[src/rtl/pfc_pkg.sv]
package pfc_pkg;

  localparam int unsigned      FRAME_BYTES = 18;
  localparam logic [47:0]      CTRL_DEST   = 48'h0180_C200_0001;
  localparam logic [15:0]      CTRL_ETYPE  = 16'h8808;
  localparam logic [15:0]      OP_PAUSE    = 16'h0001;

  typedef struct packed {
    logic       care;
    logic [7:0] val;
  } hdr_expect_t;

  // Byte k (0 = most significant) of a 48-bit value.
  function automatic logic [7:0] addr_byte(logic [47:0] v, logic [2:0] k);
    logic [47:0] s;
    s = v >> (6'd8 * (6'd5 - {3'd0, k}));
    return s[7:0];
  endfunction

  // Content of byte idx in an outgoing pause frame body.
  function automatic logic [7:0] tx_frame_byte(logic [4:0] idx, logic [47:0] sa,
                                               logic [15:0] qt);
    logic [7:0] b;
    if (idx < 5'd6)       b = addr_byte(CTRL_DEST, idx[2:0]);
    else if (idx < 5'd12) b = addr_byte(sa, 3'(idx - 5'd6));
    else begin
      case (idx)
        5'd12:   b = CTRL_ETYPE[15:8];
        5'd13:   b = CTRL_ETYPE[7:0];
        5'd14:   b = OP_PAUSE[15:8];
        5'd15:   b = OP_PAUSE[7:0];
        5'd16:   b = qt[15:8];
        default: b = qt[7:0];
      endcase
    end
    return b;
  endfunction

  // Which received bytes must match, and against what.
  function automatic hdr_expect_t rx_expect(logic [4:0] idx);
    hdr_expect_t e;
    e.care = 1'b0;
    e.val  = 8'h00;
    if (idx < 5'd6) begin
      e.care = 1'b1;
      e.val  = addr_byte(CTRL_DEST, idx[2:0]);
    end else if (idx >= 5'd12 && idx <= 5'd15) begin
      e.care = 1'b1;
      e.val  = tx_frame_byte(idx, 48'd0, 16'd0);
    end
    return e;
  endfunction

endpackage

[src/rtl/pfc_tx_builder.sv]
module pfc_tx_builder
  import pfc_pkg::*;
(
  input  logic        clk,
  input  logic        rst_n,
  input  logic        send_ok,
  input  logic [47:0] station_addr,
  input  logic        pause_req,
  input  logic [15:0] pause_req_time,
  output logic        tx_valid,
  input  logic        tx_ready,
  output logic [7:0]  tx_data,
  output logic        tx_first,
  output logic        tx_last
);

  localparam logic [4:0] LAST_IDX = 5'(FRAME_BYTES - 1);

  logic        busy_q;
  logic [4:0]  idx_q;
  logic [15:0] time_q;
  logic [47:0] sa_q;

  // Internal events brought out for the assertions.
  logic start_evt, beat_evt, done_evt;
  assign start_evt = !busy_q && pause_req && send_ok;
  assign beat_evt  = busy_q && tx_ready;
  assign done_evt  = beat_evt && (idx_q == LAST_IDX);

  always_ff @(posedge clk) begin
    if (!rst_n) begin
      busy_q <= 1'b0;
      idx_q  <= '0;
      time_q <= '0;
      sa_q   <= '0;
    end else if (start_evt) begin
      busy_q <= 1'b1;
      idx_q  <= '0;
      time_q <= pause_req_time;
      sa_q   <= station_addr;
    end else if (beat_evt) begin
      if (done_evt) busy_q <= 1'b0;
      else          idx_q  <= idx_q + 5'd1;
    end
  end

  assign tx_valid = busy_q;
  assign tx_data  = busy_q ? tx_frame_byte(idx_q, sa_q, time_q) : 8'h00;
  assign tx_first = busy_q && (idx_q == 5'd0);
  assign tx_last  = busy_q && (idx_q == LAST_IDX);

  a_r4_hold_byte: assert property (@(posedge clk) disable iff (!rst_n)
    (tx_valid && !tx_ready) |=> (tx_valid && $stable(tx_data) && $stable(tx_last)));

  a_r3_start_allowed: assert property (@(posedge clk) disable iff (!rst_n)
    $rose(tx_valid) |-> $past(send_ok));

  a_r2_first_after_start: assert property (@(posedge clk) disable iff (!rst_n)
    start_evt |=> tx_first);

  a_r2_last_ends: assert property (@(posedge clk) disable iff (!rst_n)
    (tx_last && tx_ready) |=> !tx_valid);

endmodule

[src/rtl/pfc_rx_parser.sv]
module pfc_rx_parser
  import pfc_pkg::*;
(
  input  logic        clk,
  input  logic        rst_n,
  input  logic        rx_valid,
  input  logic [7:0]  rx_data,
  input  logic        rx_sof,
  input  logic        rx_eof,
  output logic        pause_hit,
  output logic [15:0] pause_time
);

  localparam logic [4:0] TIME_HI_IDX = 5'(FRAME_BYTES - 2);
  localparam logic [4:0] TIME_LO_IDX = 5'(FRAME_BYTES - 1);

  logic [4:0]  idx_q;
  logic        match_q;
  logic [7:0]  hi_q, lo_q;

  logic [4:0]  idx_now;
  hdr_expect_t exp_now;
  logic        match_now;

  assign idx_now   = rx_sof ? 5'd0 : idx_q;
  assign exp_now   = rx_expect(idx_now);
  assign match_now = (rx_sof || match_q) && (!exp_now.care || (rx_data == exp_now.val));

  assign pause_hit  = rx_valid && rx_eof && match_now && (idx_now >= TIME_LO_IDX);
  assign pause_time = (idx_now == TIME_LO_IDX) ? {hi_q, rx_data} : {hi_q, lo_q};

  always_ff @(posedge clk) begin
    if (!rst_n) begin
      idx_q   <= '0;
      match_q <= 1'b0;
      hi_q    <= '0;
      lo_q    <= '0;
    end else if (rx_valid) begin
      if (idx_now <= TIME_LO_IDX) idx_q <= idx_now + 5'd1;
      match_q <= match_now && !rx_eof;
      if (idx_now == TIME_HI_IDX) hi_q <= rx_data;
      if (idx_now == TIME_LO_IDX) lo_q <= rx_data;
    end
  end

  a_r5_no_single_byte_hit: assert property (@(posedge clk) disable iff (!rst_n)
    pause_hit |-> !rx_sof);

  a_r5_quiet_after_end: assert property (@(posedge clk) disable iff (!rst_n)
    (rx_valid && rx_eof) |=> !match_q);

endmodule

[src/rtl/pfc_pause_timer.sv]
module pfc_pause_timer #(
  parameter int unsigned QUANTUM_CYCLES = 64
) (
  input  logic        clk,
  input  logic        rst_n,
  input  logic        load,
  input  logic [15:0] load_time,
  input  logic        data_busy,
  output logic        pause_active,
  output logic        tx_inhibit
);

  localparam int unsigned QW = (QUANTUM_CYCLES > 1) ? $clog2(QUANTUM_CYCLES) : 1;
  localparam logic [QW-1:0] SUB_MAX = QW'(QUANTUM_CYCLES - 1);

  logic [15:0]   quanta_q;
  logic [QW-1:0] sub_q;
  logic          held_q;

  // Internal event: one whole quantum has elapsed.
  logic quantum_tick;
  assign quantum_tick = (quanta_q != 16'd0) && (sub_q == '0);
  assign pause_active = (quanta_q != 16'd0);

  always_ff @(posedge clk) begin
    if (!rst_n) begin
      quanta_q <= '0;
      sub_q    <= '0;
    end else if (load) begin
      quanta_q <= load_time;
      sub_q    <= SUB_MAX;
    end else if (quantum_tick) begin
      quanta_q <= quanta_q - 16'd1;
      sub_q    <= SUB_MAX;
    end else if (pause_active) begin
      sub_q    <= sub_q - QW'(1);
    end
  end

  // The inhibit starts only while no data frame is in progress, then holds.
  assign tx_inhibit = pause_active && (held_q || !data_busy);

  always_ff @(posedge clk) begin
    if (!rst_n) held_q <= 1'b0;
    else        held_q <= tx_inhibit;
  end

  a_r7_zero_clears: assert property (@(posedge clk) disable iff (!rst_n)
    (load && load_time == 16'd0) |=> !pause_active);

  a_r6_load_starts: assert property (@(posedge clk) disable iff (!rst_n)
    (load && load_time != 16'd0) |=> pause_active);

  a_r9_no_cut: assert property (@(posedge clk) disable iff (!rst_n)
    $rose(tx_inhibit) |-> !data_busy);

  a_r9_holds: assert property (@(posedge clk) disable iff (!rst_n)
    (tx_inhibit && !quantum_tick && !load) |=> tx_inhibit);

  a_r6_count_down: assert property (@(posedge clk) disable iff (!rst_n)
    (!load && quantum_tick) |=> (quanta_q == $past(quanta_q) - 16'd1));

endmodule

[src/rtl/pause_flow_ctrl.sv]
module pause_flow_ctrl #(
  parameter int unsigned QUANTUM_CYCLES = 64
) (
  input  logic        clk,
  input  logic        rst_n,
  input  logic        full_duplex,
  input  logic        local_pause_able,
  input  logic        partner_pause_able,
  input  logic [47:0] station_addr,
  input  logic        pause_req,
  input  logic [15:0] pause_req_time,
  output logic        ctl_tx_valid,
  input  logic        ctl_tx_ready,
  output logic [7:0]  ctl_tx_data,
  output logic        ctl_tx_first,
  output logic        ctl_tx_last,
  input  logic        rx_valid,
  input  logic [7:0]  rx_data,
  input  logic        rx_sof,
  input  logic        rx_eof,
  input  logic        data_tx_busy,
  output logic        tx_inhibit
);

  logic        send_ok;
  logic        rx_pause_hit;
  logic [15:0] rx_pause_time;
  logic        timer_load;
  logic        pause_active;

  assign send_ok    = full_duplex && local_pause_able && partner_pause_able;
  assign timer_load = rx_pause_hit && full_duplex;

  pfc_tx_builder u_tx (
    .clk            (clk),
    .rst_n          (rst_n),
    .send_ok        (send_ok),
    .station_addr   (station_addr),
    .pause_req      (pause_req),
    .pause_req_time (pause_req_time),
    .tx_valid       (ctl_tx_valid),
    .tx_ready       (ctl_tx_ready),
    .tx_data        (ctl_tx_data),
    .tx_first       (ctl_tx_first),
    .tx_last        (ctl_tx_last)
  );

  pfc_rx_parser u_rx (
    .clk        (clk),
    .rst_n      (rst_n),
    .rx_valid   (rx_valid),
    .rx_data    (rx_data),
    .rx_sof     (rx_sof),
    .rx_eof     (rx_eof),
    .pause_hit  (rx_pause_hit),
    .pause_time (rx_pause_time)
  );

  pfc_pause_timer #(.QUANTUM_CYCLES(QUANTUM_CYCLES)) u_timer (
    .clk          (clk),
    .rst_n        (rst_n),
    .load         (timer_load),
    .load_time    (rx_pause_time),
    .data_busy    (data_tx_busy),
    .pause_active (pause_active),
    .tx_inhibit   (tx_inhibit)
  );

  a_r8_half_duplex_ignored: assert property (@(posedge clk) disable iff (!rst_n)
    (!full_duplex && !pause_active) |=> !pause_active);

  a_r1_reset_quiet: assert property (@(posedge clk)
    !rst_n |=> (!ctl_tx_valid && !pause_active));

endmodule

[config.mk]
export PLATFORM = sky130hd
export DESIGN_NAME = pause_flow_ctrl
export DESIGN_NICKNAME = d
export VERILOG_FILES = /design/src/rtl/pfc_pkg.sv /design/src/rtl/pfc_tx_builder.sv /design/src/rtl/pfc_rx_parser.sv /design/src/rtl/pfc_pause_timer.sv /design/src/rtl/pause_flow_ctrl.sv
export SDC_FILE = /design/constraint.sdc
export NUM_CORES = 1
export LEC_CHECK = 0
export ABC_AREA = 1
export BUFFER_PORTS_ARGS = -buffer_cell sky130_fd_sc_hd__buf_2
export CORE_UTILIZATION = 55
export CTS_BUF_LIST = sky130_fd_sc_hd__clkbuf_4 sky130_fd_sc_hd__clkbuf_8
export CTS_CLUSTER_DIAMETER = 30
export DETAILED_ROUTE_END_ITERATION = 8
export PLACE_DENSITY_LB_ADDON = 0.15
export SLEW_MARGIN = 20
export SYNTH_ARGS = -nofsm -noshare
export SYNTH_HDL_FRONTEND = slang
export SYNTH_SLANG_ARGS = --single-unit
[constraint.sdc]
create_clock -name clk -period 5.2 [get_ports clk]
set_clock_uncertainty 0.15 [all_clocks]
set_input_delay 1.3 -clock clk [delete_from_list [all_inputs] [get_ports clk]]
set_output_delay 1.3 -clock clk [all_outputs]
set_load 0.01 [all_outputs]
---- Yosys cells after proc, flatten, opt, wreduce, memory -nomap -nowiden ----
Index checks and enable logic that the tools add are counted.
storage, ports and cells
  register bits ........................... 115
  input port bits ......................... 83
  output and inout port bits .............. 12
cells by class
  add/subtract/negate cells ............... 10
  $lt $le $gt $ge ......................... 8
  eq/ne operators ......................... 12
  shift-type cells ........................ 4
  mux-type cells .......................... 18
  bitwise gates (word level) .............. 2
  reductions and logical operators ........ 37
operators by type and width
  cell                                                number
  >> shifter 41 x 6 -> 8 bit, first input constant    2
  >> shifter 48 x 6 -> 8 bit                          1
  2-to-1 mux 8 bit                                    5
  one-hot mux 8 bit (5 select lines)                  1
  == test 5 x 4 -> 1 bit, second input constant       7
  2-to-1 mux 16 bit                                   2
  one-hot mux 8 bit (3 select lines)                  1
  == test 5 bit, second input constant                4
  2-to-1 mux 6 bit                                    3
  2-to-1 mux 9 bit                                    2
  logical AND 1 bit                                   17
  nonzero test 16 bit                                 1
  subtractor 16 x 1 -> 16 bit, second input constant  1
  subtractor 3 bit, first input constant              4
  adder 5 x 1 -> 5 bit, second input constant         2
  < comparator 5 x 3 -> 1 bit, second input constant  2
  < comparator 5 x 4 -> 1 bit, second input constant  2
  AND reduction 2 bit                                 5
  == test 8 bit                                       1
  >> shifter 1 x 6 -> 8 bit, first input constant     1
  zero test 6 bit                                     1
  nonzero test 2 bit                                  3
  subtractor 3 bit, second input constant             2
  subtractor 6 x 1 -> 6 bit, second input constant    1
  other kinds (12)                                    20

---- Logic depth before layout (Yosys ltp) ----
  word-level depth ........................ 14
  mapped depth ............................ 21

---- Modules after synthesis ----
From an unflattened synthesis, not the netlist that was laid out.
unflattened totals
  cell total of the unflattened synthesis .. 958
  area total of the unflattened synthesis .. 6296.0 sq um
by module, submodules not included
  module           instances  cells an instance  area each (sq um)  seq. area each (sq um)
  pfc_tx_builder   1          495                3369.5             1401.3
  pfc_pause_timer  1          252                1545.2             460.4
  pfc_rx_parser    1          206                1360.1             440.4
  pause_flow_ctrl  1          5                  21.3               0.0

---- Least setup slack after synthesis ----
Ideal clock, no wire load.
  kind .................................... reg-to-output
  start ................................... reg u_tx.idx_q[0]
  end ..................................... out ctl_tx_data[1]
  arrival time ............................ 2.250 ns
  required time ........................... 3.750 ns
  setup slack ............................. 1.500 ns
  stages on the path, launching flop included .. 13
  cell sequence ........................... dfxtp_1 clkbuf_1 clkinv_1 clkbuf_1 ha_1 nand2_1 nor2_1 inv_1 nand3_1 inv_1 a221o_1 nand2_1 a21oi_1
between the ends
  word-level cells in the longest chain between the ends .. 6
RTL lines
  what                        line                   RTL
  from (decl)                 pfc_tx_builder.sv:20   logic [4:0] idx_q;
  from (signal assigned)      pfc_tx_builder.sv:43   else idx_q <= idx_q + 5'd1;
  subtractor 3 bit            pfc_pkg.sv:25          else if (idx < 5'd12) b = addr_byte(sa, 3'(idx - 5'd6));
  subtractor 3 bit            pfc_pkg.sv:16          s = v >> (6'd8 * (6'd5 - {3'd0, k}));
  >> shifter 48 x 6 -> 8 bit  pfc_pkg.sv:16
  2-to-1 mux 8 bit            pfc_pkg.sv:25
  2-to-1 mux 8 bit (*)        pfc_pkg.sv:24          if (idx < 5'd6) b = addr_byte(CTRL_DEST, idx[2:0]);
  2-to-1 mux 8 bit (*)        pfc_tx_builder.sv:48   assign tx_data = busy_q ? tx_frame_byte(idx_q, sa_q, time_q) : 8'h00;
  to (decl)                   pause_flow_ctrl.sv:14  output logic [7:0] ctl_tx_data,
Every way passes the cells marked *; elsewhere a longest branch is shown, timed or not.

---- Worst setup path in the final report ----
Ends and elaborated chain as after synthesis.

==> qor.txt <==
global-route wire length before repair: 25200 um
TritonCTS clock tree: yes
Worst R2R Start: u_rx.idx_q[0]
CP max FO: 29
postcts setup bufs: 0
cells taking the most area after synthesis: dfxtp_1 (39%), nor2_1 (15%), o21ai_0 (10%), nand2_1 (6.8%), inv_1 (4.0%)
via count: 6006
Synth Area in XOR/XNOR: 2.07%
clk slew on worst S/H paths: 70 ps
number of global-route vias before repair: 5519
Least-Margin Pin Slew: 1050 ps
CTS Hold Bufs: 0
total length of routed wires: 15200 um
worst reg2reg path depth: 19
Yosys reg bits: 115
All-Layer GR Usage: 28.2%
final hold vios: 0
hold slack final: 323 ps
Lkg Pwr: 3.04 nW
Initial DRT Pass Iterations: 5
most frequent cells after synthesis: nor2_1 (239), o21ai_0 (119), dfxtp_1 (115)
Crit Reg-Reg Endpoint: u_timer.quanta_q[11]
Final Util: 65.8%
Period Utilization, post-route: 84.8%
largest net degree at the start of global routing: 92
sequential cell area: 2300 sq um
asr flop ratio synth: 0%
Netlist cell types: 46
Mapped Area: 5930 sq um
Post-synth EDFFs: 0
crit path DAT: 2960 ps
area fraction of the dominant cell type after synthesis: 38.8%
largest family of logic cells by synthesized area: simple AND/OR/NAND/NOR gates
setup repair after global routing missed its margin: no
Sink Count: 115
initial antenna violation count: 0
Worst R2R Setup Slack: 2220 ps
CTS Buf Count: 17
Hold Crit Class: reg2reg
Worst EP required: 3750 ps
Multi-input gate area: 3190 sq um
die height: 106 um
WS Path Type: reg2out
max-slew violation count: 0
power density over cell area: 402 nW/um^2
die width: 106 um
Seq/Total Area, Yosys: 38.8%
GP Congestion: 0.917
outcome: completed
CTS Root Cell: clkbuf_8
CP endpoint kind: output port
Yosys top cell by area: dfxtp_1
die area: 11200 sq um
min-delay src: u_rx.match_q
grt ovf: 0
post-synthesis mux area share: 0.169%
CTS resizes: 0
worst-skew pair later-pin latency: 440 ps
synthesized instance count: 876
IO Port Bufs: 94
simple-gate area share of the yosys netlist: 29.1%
final net count: 1050
hold depth: 2
# IOs: 95
remaining antenna violation count: 0
clk buf depth: 2
total negative slack: 0 ps
DR WL/cell: 13.8 um
share of layout cells above drive strength 1: 16.5%
Core Rows: 37
htree depth: 4
vias per cell: 5.46
initial DRC count: 382
relative max-transition margin: 30.0%
max-capacitance violation count: 0
Synth Area in Adders: 3.16%
most frequent cell after synthesis: nor2_1
Post-Syn Nets: 974
Fill cells: 962
Fmax: 227 MHz
setup violators final: 0
total number of yosys warnings: 0
area growth from synthesis to layout: 15.1%
Post-DP HPWL: 10800 um
Initial Util: 57.2%
Max IR drop VDD: 0.411 mV
Post-synth top flop: dfxtp_1
Min Clock Period, post-route: 4410 ps
DRC: 0
ANT cells: 0
syn_area_per_cell: 6.77 sq um
hold endpoint: u_rx.match_q
Core Area: 10400 sq um
compound-gate portion of the synthesized area: 19.2%
Pwr Total: 2.74 mW
Worst setup SP type: flop
==> cell usage in the layout (no fill, tap or decap), types with 2 or more instances in the layout <==
cell type   Yosys  routed
nor2_1        239     239
o21ai_0       119     119
dfxtp_1       115     115
nand2_1       108     108
buf_2           0      94
inv_1          63      62
a21oi_1        38      38
nand3_1        31      30
clkbuf_8        0      20
ha_1           15      15
nor3_1         12      12
xor2_1         10      10
nand4_1         9       9
inv_2           6       7
a31oi_1         6       6
o22ai_1         6       6
o311ai_0        6       6
a211oi_2        6       6
clkinv_2        0       5
buf_4           1       5
o211ai_1        4       4
nand3_2         3       4
xnor2_1         4       4
nor2_2          3       3
nand2_2         3       3
o21ai_1         3       3
clkinvlp_4      0       3
clkinv_1        2       2
a221o_1         2       2
a32o_1          2       2
nor4_1          2       2
and3_1          2       2
bufinv_16       0       2
==> area by class of cell <==
| type | instances | area share (%) |
|---|---|---|
| clock buffer | 21 | 4.14 |
| clock inverter | 10 | 1.58 |
| inverter | 71 | 3.90 |
| multi-input combinational | 648 | 46.7 |
| sequential | 115 | 33.7 |
| tap | 136 | 2.49 |
| timing repair buffer | 99 | 7.44 |
==> metrics by stage <==
step,area (sq um),worst slack (ps),instances
2_1_floorplan,5930,1500,876
3_3_place_gp,6440,1230,1069
3_5_place_dp,6440,1090,1069
4_1_cts,6830,824,1100
5_1_grt,6830,491,1100
6_report,6830,790,1100
==> state kept, by name (all words and copies together) (netlist names) <==
register	count
u_tx.sa_q	48
u_timer.quanta_q	16
u_tx.time_q	16
u_rx.hi_q	8
u_rx.lo_q	8
u_timer.sub_q	6
u_rx.idx_q	5
u_tx.idx_q	5
u_rx.match_q	1
u_timer.held_q	1
u_tx.tx_valid	1
==> logic make-up after synthesis <==
kind of cell | after synthesis
AND/OR/NAND/NOR | 418
AO/OA/AOI/OAI | 200
flip-flops | 115
buffers and inverters | 113
adder cells (fa/ha/maj) | 15
XOR/XNOR | 14
multiplexers | 1
==> per-layer routing <==
layer,GRT usage [%],wire length (um),vias up
met4,11.9,339,0
li1,-,-,3029
met3,5.69,793,30
met5,0,0,-
met1,32.3,6420,2733
met2,50.7,7650,214
==> how the worst max path moves through the flow <==
stage / start / endpoint / slack, ps / cells after the start
floorplan: u_tx.idx_q[0] / ctl_tx_data[1] / 1500 / 12
global placement: rx_sof / u_timer.quanta_q[15] / 1230 / 21
detailed placement: rx_sof / u_timer.quanta_q[11] / 1090 / 21
CTS: u_tx.idx_q[0] / ctl_tx_data[1] / 820 / 12
global route: u_tx.idx_q[0] / ctl_tx_data[3] / 490 / 11
finish: u_tx.idx_q[0] / ctl_tx_data[1] / 790 / 12
==> power breakdown <==
group,switching (mW),internal (mW),leakage (nW)
Combinational,0.545,0.342,1.91
Clock,0.360,0.461,0.197
Sequential,0.0694,0.967,0.936
Total,0.974,1.77,3.04
==> worst max-delay path, cell delays in order (launching register included) <==
cell	delay [ps]
dfxtp_1	310
buf_4	260
clkinv_1	410
ha_1	390
nand2_1	100
nor2_1	130
inv_1	90
nand3_1	120
inv_1	190
a221o_1	170
nand2_1	60
a21oi_1	150
buf_2	150
Power figures use the tool's default switching activity.
